`config.mk`:
```
export PLATFORM = sky130hd
export DESIGN_NAME = fp_special_addsub
export DESIGN_NICKNAME = d
export VERILOG_FILES = /design/src/rtl/fpsar_pkg.sv /design/src/rtl/fpsar_operand.sv /design/src/rtl/fpsar_dispatch.sv /design/src/rtl/fpsar_uflow.sv /design/src/rtl/fp_special_addsub.sv
export SDC_FILE = /design/constraint.sdc
export NUM_CORES = 1
export LEC_CHECK = 0
export ABC_AREA = 1
export BUFFER_PORTS_ARGS = -buffer_cell sky130_fd_sc_hd__buf_2
export CORE_AREA = 5 5 98 100
export DETAILED_ROUTE_END_ITERATION = 16
export DIE_AREA = 0 0 103 105
export GPL_TIMING_DRIVEN = 0
export PLACE_DENSITY = 0.74
export SYNTH_ARGS = -nofsm -noshare
export SYNTH_HDL_FRONTEND = slang
export SYNTH_SLANG_ARGS = --single-unit
```
`constraint.sdc`:
```
create_clock -name vclk -period 1.75
set_input_delay 0.0875 -clock vclk [all_inputs]
set_output_delay 0.0875 -clock vclk [all_outputs]
set_load 0.01 [all_outputs]
```
`src/rtl/fpsar_pkg.sv`:
```
`timescale 1ns/1ps
package fpsar_pkg;
  localparam int EXP_W  = 15;
  localparam int SIG_W  = 64;
  localparam int WORD_W = 1 + EXP_W + SIG_W;
  localparam int TAG_W  = 3;
  localparam int SGL_KEEP = 24;
  localparam int DBL_KEEP = 53;
  localparam int SGL_DROP = SIG_W - SGL_KEEP;
  localparam int DBL_DROP = SIG_W - DBL_KEEP;

  localparam logic [TAG_W-1:0] TAG_VALID  = 3'd0;
  localparam logic [TAG_W-1:0] TAG_ZERO   = 3'd1;
  localparam logic [TAG_W-1:0] TAG_DENORM = 3'd2;
  localparam logic [TAG_W-1:0] TAG_INF    = 3'd3;
  localparam logic [TAG_W-1:0] TAG_NAN    = 3'd4;

  localparam logic [1:0] RND_DOWN = 2'b01;
  localparam logic [1:0] PREC_SGL = 2'b00;
  localparam logic [1:0] PREC_DBL = 2'b10;

  localparam logic [WORD_W-1:0] INDEF_WORD =
    {1'b1, {EXP_W{1'b1}}, 2'b11, {(SIG_W-2){1'b0}}};

  typedef enum logic [2:0] {
    SEL_NAN, SEL_NORMAL, SEL_ZERO_ZERO, SEL_PASS_A,
    SEL_PASS_B, SEL_INF_A, SEL_INF_B, SEL_INVALID
  } sel_e;

  // Sign of an exact zero sum.
  function automatic logic zero_sum_sign(input logic sa, input logic sb,
                                         input logic [1:0] rnd);
    return (sa == sb) ? sa : (rnd == RND_DOWN);
  endfunction

  // Would trimming the significand to the given precision drop set bits?
  function automatic logic lost_bits(input logic [SIG_W-1:0] m,
                                     input logic [1:0] prec);
    case (prec)
      PREC_SGL: return |m[SGL_DROP-1:0];
      PREC_DBL: return |m[DBL_DROP-1:0];
      default:  return 1'b0;
    endcase
  endfunction
endpackage

```
`src/rtl/fpsar_operand.sv`:
```
`timescale 1ns/1ps
module fpsar_operand
  import fpsar_pkg::*;
(
  input  logic [WORD_W-1:0] word,
  input  logic [TAG_W-1:0]  tag,
  input  logic              eff_sign,
  output logic              is_zero,
  output logic              is_den,
  output logic              is_inf,
  output logic              is_nan,
  output logic              is_fin_nz,
  output logic [WORD_W-1:0] pass_word,
  output logic [TAG_W-1:0]  pass_tag
);
  logic [EXP_W-1:0] exp_f;
  logic [SIG_W-1:0] sig_f;
  logic             pseudo;

  assign exp_f = word[WORD_W-2:SIG_W];
  assign sig_f = word[SIG_W-1:0];

  always_comb begin
    is_nan    = (tag >= TAG_NAN);
    is_zero   = (tag == TAG_ZERO);
    is_den    = (tag == TAG_DENORM);
    is_inf    = (tag == TAG_INF);
    is_fin_nz = (tag == TAG_VALID) || (tag == TAG_DENORM);
    pseudo    = is_den && sig_f[SIG_W-1];
    pass_word = {eff_sign, pseudo ? exp_f + 1'b1 : exp_f, sig_f};
    pass_tag  = pseudo ? TAG_VALID : tag;
  end
endmodule

```
`src/rtl/fpsar_dispatch.sv`:
```
`timescale 1ns/1ps
module fpsar_dispatch
  import fpsar_pkg::*;
(
  input  logic a_zero, a_den, a_inf, a_nan, a_fnz, sign_a,
  input  logic b_zero, b_den, b_inf, b_nan, b_fnz, sign_b,
  output sel_e sel,
  output logic denorm_seen
);
  logic any_nan;
  assign any_nan = a_nan | b_nan;

  always_comb begin
    if (any_nan)                sel = SEL_NAN;
    else if (a_fnz && b_fnz)    sel = SEL_NORMAL;
    else if (a_zero && !b_inf)  sel = b_zero ? SEL_ZERO_ZERO : SEL_PASS_B;
    else if (b_zero && !a_inf)  sel = SEL_PASS_A;
    else if (a_inf)             sel = (!b_inf || sign_a == sign_b) ? SEL_INF_A : SEL_INVALID;
    else                        sel = SEL_INF_B;
    denorm_seen = (a_den | b_den) & ~any_nan;
  end
endmodule

```
`src/rtl/fpsar_uflow.sv`:
```
`timescale 1ns/1ps
module fpsar_uflow
  import fpsar_pkg::*;
(
  input  logic [TAG_W-1:0] tag,
  input  logic [SIG_W-1:0] sig,
  input  logic [1:0]       prec,
  output logic             uflow
);
  assign uflow = (tag == TAG_DENORM) && lost_bits(sig, prec);
endmodule

```
`src/rtl/fp_special_addsub.sv`:
```
`timescale 1ns/1ps
module fp_special_addsub
  import fpsar_pkg::*;
(
  input  logic [79:0] op_a,
  input  logic [2:0]  tag_a,
  input  logic [79:0] op_b,
  input  logic [2:0]  tag_b,
  input  logic        sign_b_eff,
  input  logic [1:0]  rnd_mode,
  input  logic [1:0]  prec_mode,
  output logic [79:0] res_word,
  output logic [2:0]  res_tag,
  output logic        invalid_op,
  output logic        denorm_op,
  output logic        normal_path,
  output logic        nan_dispatch,
  output logic        underflow
);
  localparam int NOPS = 2;

  logic [WORD_W-1:0] words  [NOPS];
  logic [TAG_W-1:0]  tags   [NOPS];
  logic              signs  [NOPS];
  logic              zro    [NOPS];
  logic              den    [NOPS];
  logic              inf    [NOPS];
  logic              nan    [NOPS];
  logic              fnz    [NOPS];
  logic [WORD_W-1:0] pword  [NOPS];
  logic [TAG_W-1:0]  ptag   [NOPS];

  assign words[0] = op_a;
  assign words[1] = op_b;
  assign tags[0]  = tag_a;
  assign tags[1]  = tag_b;
  assign signs[0] = op_a[WORD_W-1];
  assign signs[1] = sign_b_eff;

  for (genvar i = 0; i < NOPS; i++) begin : g_op
    fpsar_operand u_op (
      .word(words[i]), .tag(tags[i]), .eff_sign(signs[i]),
      .is_zero(zro[i]), .is_den(den[i]), .is_inf(inf[i]),
      .is_nan(nan[i]), .is_fin_nz(fnz[i]),
      .pass_word(pword[i]), .pass_tag(ptag[i])
    );
  end

  sel_e sel;
  logic denorm_seen;

  fpsar_dispatch u_disp (
    .a_zero(zro[0]), .a_den(den[0]), .a_inf(inf[0]), .a_nan(nan[0]),
    .a_fnz(fnz[0]), .sign_a(signs[0]),
    .b_zero(zro[1]), .b_den(den[1]), .b_inf(inf[1]), .b_nan(nan[1]),
    .b_fnz(fnz[1]), .sign_b(signs[1]),
    .sel(sel), .denorm_seen(denorm_seen)
  );

  always_comb begin
    res_word     = '0;
    res_tag      = TAG_VALID;
    invalid_op   = 1'b0;
    normal_path  = 1'b0;
    nan_dispatch = 1'b0;
    case (sel)
      SEL_NAN: begin
        res_tag      = TAG_NAN;
        nan_dispatch = 1'b1;
      end
      SEL_NORMAL:    normal_path = 1'b1;
      SEL_ZERO_ZERO: begin
        res_word = {zero_sum_sign(signs[0], signs[1], rnd_mode), {(WORD_W-1){1'b0}}};
        res_tag  = TAG_ZERO;
      end
      SEL_PASS_A: begin
        res_word = pword[0];
        res_tag  = ptag[0];
      end
      SEL_PASS_B: begin
        res_word = pword[1];
        res_tag  = ptag[1];
      end
      SEL_INF_A: begin
        res_word = pword[0];
        res_tag  = TAG_INF;
      end
      SEL_INF_B: begin
        res_word = pword[1];
        res_tag  = TAG_INF;
      end
      default: begin
        res_word   = INDEF_WORD;
        res_tag    = TAG_NAN;
        invalid_op = 1'b1;
      end
    endcase
  end

  assign denorm_op = denorm_seen;

  fpsar_uflow u_uf (
    .tag(res_tag), .sig(res_word[SIG_W-1:0]), .prec(prec_mode), .uflow(underflow)
  );

  always_comb begin

    nan_excl_chk: assert (!nan_dispatch || !(invalid_op | denorm_op | normal_path | underflow));

    normal_valid_chk: assert (!normal_path || (!invalid_op && res_tag == TAG_VALID));

    invalid_indef_chk: assert (!invalid_op || (res_word == INDEF_WORD && res_tag == TAG_NAN));

    pseudo_fixed_chk: assert (res_tag != TAG_DENORM || !res_word[SIG_W-1]);

    uflow_tag_chk: assert (!underflow || res_tag == TAG_DENORM);
  end
endmodule

```
==> flow_metrics.py, run 1 <==
metrics = {
    "status": {
        "status": "finished, violations left",
        "violations": "negative setup slack",
    },
    "global_route": {
        "grt-ovfl-total": 0,
        "antenna_found_initial": 0,
        "grt_use_total_pct": 20.2,
        "grt_pass1_vias": 3700,
        "grt_start_max_net_pins": 11,
        "grt_pass1_wl_mm": 17.8,
    },
    "worst_setup_path": {
        "cp_slowest_cell": "a22oi_2",
        "cp-end-kind": "primary output",
        "crit_type": "in2out",
        "cp_top_family": "simple AND/OR/NAND/NOR gates",
        "cpPeakStageDelay_ps": 220,
        "start_kind": "primary input",
        "path_buf_inv": 5,
        "crit_top_cell": "nor2_4",
        "path_cells": "buf_6 > nor2_4 > nand2_2 > nand2_2 > nor2_4 > nor2_4 > inv_2 > nand2_4 > inv_4 > buf_6 > a22oi_2 > nand2_1 > nor3_2 > nand2_1 > nor2_2 > a21oi_1 > buf_2",
        "worstPathArrival_ps": 2030,
        "critPathMaxFanout": 5,
        "crit_required_ps": 1660,
    },
    "worst_hold_path": {
        "hold_start": "op_a[23]",
        "hold_path_class": "in2out",
        "hold-path-endpoint": "res_word[23]",
        "whs_path_depth": 4,
    },
    "timing": {
        "hold_viol": 0,
        "finalMaxSlewViolations": 0,
        "setup_slack_ps": -372,
        "slew_headroom_pct": 50.4,
        "rsz0062_at_grt": "true",
        "min_period_ps": 2120,
        "tightest_slew_ps": 734,
        "finalCritPeriodShare_pct": 121,
        "max_freq_mhz": 471,
        "setup_viol": 43,
    },
    "detailed_routing": {
        "route.vias.total": 3939,
        "post_drt_wl_per_cell_um": 16.0,
        "dr.first_iter.drc_count": 142,
        "routed_wl_mm": 13.3,
        "ant_nets": 0,
        "first_pass_iters": 4,
        "drt-vias-per-instance": 4.73,
        "drc": 0,
    },
    "power": {
        "p_leak_uw": 0.00288,
        "power_density_nw_per_um2": 199,
        "totalPowerFinal_uw": 941,
        "vdd.ir_drop.worst_mv": 0.0885,
    },
    "final_layout": {
        "synthToLayoutAreaGrowth_pct": 114,
        "nets": 899,
        "design_area_sq_um": 4720,
        "nFlopsAndLatches": 0,
        "layout-drive-gt1-share_pct": 58.1,
        "regArea_sq_um": 0,
        "nClkBuffers": 0,
    },
    "floorplan": {
        "die_y_um": 105,
        "io_pins": 259,
        "core_sq_um": 8590,
        "dieArea_sq_um": 10800,
        "rows": 34,
        "dieWidth_um": 103,
        "start_util_pct": 25.6,
    },
    "place": {
        "post_dp_cell_area_sq_um": 3630,
        "gp_congestion": 0.861,
        "dp_hpwl_mm": 10.0,
        "port_buffers": 258,
    },
    "flow_run": {
        "cap_violations": 0,
    },
    "yosys": {
        "ys_types": 41,
        "netlist_area_sq_um": 2200,
        "ys_warn_count": 0,
        "syn-num-nets": 597,
        "yosysSeqAreaShare_pct": 0,
        "synth_cells": 424,
        "syn_avg_cell_area_sq_um": 5.19,
    },
    "cts": {
        "cts-hold-fix-buffers": 0,
    },
}
==> cell usage after synthesis (all sizes together) <==
library cell	number	area, sq um
nor3b	2	20.0
nor2	65	274
or2	1	6.26
nor3	12	85.1
a22o	24	210
inv	87	327
nand3b	3	22.5
o311ai	2	17.5
a22oi	7	52.6
xnor2	4	35.0
a21oi	35	243
nor4	2	12.5
o211ai	3	27.5
nand3	26	135
ha	2	25.0
a31oi	1	6.26
xor2	7	61.3
o221ai	4	35.0
clkbuf	2	7.51
o21a	1	7.51
o31ai	1	7.51
buf	14	93.8
nand2	106	423
o21ai	11	55.1
nand4	2	12.5
==> area by class of cell <==
type / instances / area [sq um]
fill: 871 / 3880
multi-input combinational: 321 / 2180
timing repair buffer: 301 / 1860
inverter: 87 / 349
buffer: 15 / 186
tap: 108 / 135
antenna: 1 / 2.50
==> cells in the final DEF, fill, tap and decap left out, types with 3 or more instances in the layout <==
cell	instances
a21oi_2	19
nand2_2	9
nand2_1	91
nand3_4	5
nand2_4	5
xnor2_1	4
inv_1	74
o21ai_1	3
a22o_1	23
clkbuf_16	3
a21oi_4	4
a21oi_1	12
nor2_4	15
nor2_2	3
nor3_2	6
o21ai_0	6
buf_4	33
nand3_1	17
nand3_2	4
nand3b_1	3
inv_2	7
buf_6	18
nor3_1	3
buf_8	12
a22oi_2	7
xor2_1	7
nor2_1	47
nor3_4	3
buf_2	244
buf_12	4
o221ai_2	4
==> metal layers <==
metal,global-route usage (%),vias to the layer above,wire length [um]
li1,-,1980,-
met1,23.6,1747,5060
met2,38.2,186,6840
met3,3.73,26,1120
met4,2.96,0,291
met5,0,-,0
==> stage by stage <==
step / worst slack [ps] / setup TNS, ps / hold slack [ps] / utilization, % / cells
2_1_floorplan: 47.5 / 0 / 297 / - / 424
3_3_place_gp: -602 / -13560 / 465 / 42.2 / 790
3_5_place_dp: -591 / -13300 / 470 / 42.2 / 790
4_1_cts: -349 / -4890 / 470 / 47.4 / 810
5_1_grt: -546 / -11450 / 485 / 54.9 / 832
6_report: -372 / -7410 / 469 / 54.9 / 833
==> tightest hold or removal path, delay by kind of cell <==
kind,cells,cell delay (ps)
AO/OA/AOI/OAI,1,50
buffers and inverters,3,240
==> power by group <==
part           internal, uW  switching, uW  total, uW
sequential                0              0          0
clock             0.0000764              0  0.0000764
combinational           446            494        941
total                   446            494        941
==> worst max path at each step <==
stage	from	end	slack (ps)	cells past startpoint
after global placement	tag_a[2]	underflow	-600	15
after floorplan	tag_b[1]	underflow	50	9
final	tag_b[2]	underflow	-370	17
after CTS	tag_a[0]	underflow	-350	18
after global routing	tag_b[1]	res_word[77]	-550	15
after detailed placement	tag_a[2]	underflow	-590	15
==> repair_timing <==
item / CTS / global route
setup buffers: 19 / 20
cloned: 1 / 3
pin swaps: 23 / 24
endpoints found under the hold margin: 0 / 0
gates resized for setup: 78 / 99
endpoints found under the setup margin: 46 / 51
==> kinds of logic after synthesis <==
family / count (synthesis) / share of synthesized area [%]
and+or+nand+nor: 219 / 45.0
AOI/OAI and AO/OA: 89 / 30.1
adders and majority gates: 2 / 1.14
xor gates and xnor gates: 11 / 4.37
buffers and inverters: 103 / 19.4
(Power assumes the default switching activity.)
==> run 2, diff against run 1 <==
Settings changed: PLACE_DENSITY 0.74 to 0.72.
==> run 2 against run 1 <==
The flow still finishes with violations (negative setup slack). Critical path depth unchanged. Setup slack improved by 33 ps. Clock-buffer cell count is the same. Final cell count decreased by 1.1%. Utilization decreased by 1.4 points. Global-route usage shrank 0.45 points. Critical endpoint unchanged. Largest power group unchanged. Highest routed layer unchanged.
==> flow_metrics.py, run 2 (same netlist as run 1, synthesis figures left out) <==
metrics = {
    "timing": {
        "slew_headroom_pct": 73.4,
        "min_period_ps": 2090,
        "setup_slack_ps": -339,
        "hold_viol": 0,
        "holdWs_ps": 470,
        "max_freq_mhz": 479,
        "tightest_slew_ps": 398,
        "finalCritPeriodShare_pct": 119,
        "tns_ps": -5260,
        "rsz0062_at_grt": "true",
        "finalMaxSlewViolations": 0,
        "setup_viol": 38,
    },
    "place": {
        "pre_cts_ws_ps": -603,
        "dp_hpwl_mm": 10.0,
        "port_buffers": 258,
        "gp_congestion": 0.900,
        "post_dp_cell_area_sq_um": 3630,
    },
    "power": {
        "power_density_nw_per_um2": 205,
        "vdd.ir_drop.worst_mv": 0.0795,
        "p_leak_uw": 0.00285,
    },
    "final_layout": {
        "design_area_sq_um": 4600,
        "regArea_sq_um": 0,
        "nFillCells": 839,
        "layout-drive-gt1-share_pct": 56.7,
        "layout_common_cells": "buf_2 (254), nand2_1 (91), inv_1 (78), nor2_1 (42), buf_4 (29)",
        "antennaDiodeCount": 0,
        "nets": 891,
        "nFlopsAndLatches": 0,
        "final_util_pct": 53.5,
        "layout_commonest_cell": "buf_2",
        "synthToLayoutAreaGrowth_pct": 109,
        "nClkBuffers": 0,
    },
    "detailed_routing": {
        "drt-vias-per-instance": 4.68,
        "post_drt_wl_per_cell_um": 16.0,
        "route.vias.total": 3859,
        "routed_wl_mm": 13.2,
        "first_pass_iters": 4,
        "ant_nets": 0,
        "drc": 0,
        "dr.first_iter.drc_count": 179,
    },
    "global_route": {
        "grt_start_max_net_pins": 11,
        "grt-ovfl-total": 0,
        "antenna_found_initial": 0,
        "grt_pass1_vias": 3597,
        "grt_pass1_wl_mm": 17.6,
        "grt_use_total_pct": 19.8,
    },
    "floorplan": {
        "core_sq_um": 8590,
        "die_y_um": 105,
        "dieWidth_um": 103,
        "start_util_pct": 25.6,
        "io_pins": 259,
        "rows": 34,
        "dieArea_sq_um": 10800,
    },
    "status": {
        "status": "finished, violations left",
        "violations": "negative setup slack",
    },
    "worst_setup_path": {
        "path_buf_inv": 4,
        "critPathMaxFanout": 5,
        "cp_top_family": "simple AND/OR/NAND/NOR gates",
        "start_kind": "primary input",
        "crit_top_cell": "nand2_1",
        "worstPathArrival_ps": 2000,
        "crit_type": "in2out",
        "path_cells": "buf_12 > nor2_4 > nand2_4 > a21oi_4 > inv_2 > nand3_4 > nand2_8 > clkbuf_16 > a21oi_4 > nand2_1 > nor2_1 > nand2_1 > nor2_1 > nand2_1 > nand2_1 > a21oi_2 > buf_2",
        "cpPeakStageDelay_ps": 180,
        "cp-end-kind": "primary output",
        "crit_required_ps": 1660,
        "cp_slowest_cell": "clkbuf_16",
    },
    "flow_run": {
        "cap_violations": 0,
    },
    "cts": {
        "cts-hold-fix-buffers": 0,
    },
    "worst_hold_path": {
        "hold_path_class": "in2out",
    },
}
run 2: cell count changes in the layout (fill, tap and decap cells not counted), moves of 4 or more:
cell,delta
a21oi_2,-11
a21oi_4,+13
inv_1,+4
buf_4,-4
nor2_1,-5
a22oi_2,-5
a22oi_1,+5
buf_8,-7
nor2_2,+6
o221ai_1,+4
o221ai_2,-4
buf_2,+10
buf_6,-9
run 2: per-layer routing:
layer	global-route usage (%)	vias up	share of wire [%]
met2	37.3	179	53
met3	4.00	11	9.7
met1	23.2	1716	36
met4	2.31	0	1.3
met5	0	-	0
li1	-	1953	-
run 2: what timing repair did:
| item | in CTS | in global routing |
|---|---|---|
| cloned | 0 | 4 |
| resized for setup | 67 | 90 |
| hold endpoints to repair | 0 | 0 |
| pin swaps | 25 | 36 |
| endpoints found under the setup margin | 45 | 50 |
| setup buffers | 20 | 11 |
run 2: final timing paths:
kind / from / to / slack [ps] / cells past startpoint
worst max-delay path: tag_b[2] / underflow / -340 / 17
worst min-delay path: op_a[21] / res_word[21] / 470 / 4
run 2: layout make-up:
type | count | area, sq um | share of cell area (%)
Multi-Input combinational cell | 322 | 2240 | 48.8
Timing Repair Buffer | 292 | 1700 | 36.9
Inverter | 87 | 347 | 7.53
Buffer | 15 | 176 | 3.83
Tap cell | 108 | 135 | 2.94
run 2: per-stage QoR:
stage                     instances  power (uW)
after global routing            824        1030
after global placement          790         743
after detailed placement        790         748
after CTS                       810         835
final                           824         944
after floorplan                 424         357
run 2: power breakdown:
group	total [uW]	leakage (uW)	switching [uW]	internal, uW
sequential	0	0	0	0
clock	0	0	0	0
combinational	944	0.00285	505	439
run 2: tightest hold or removal path, cell delays in order:
cell and delay (ps):
buf_2 80, a21oi_2 60, inv_1 40, buf_2 110
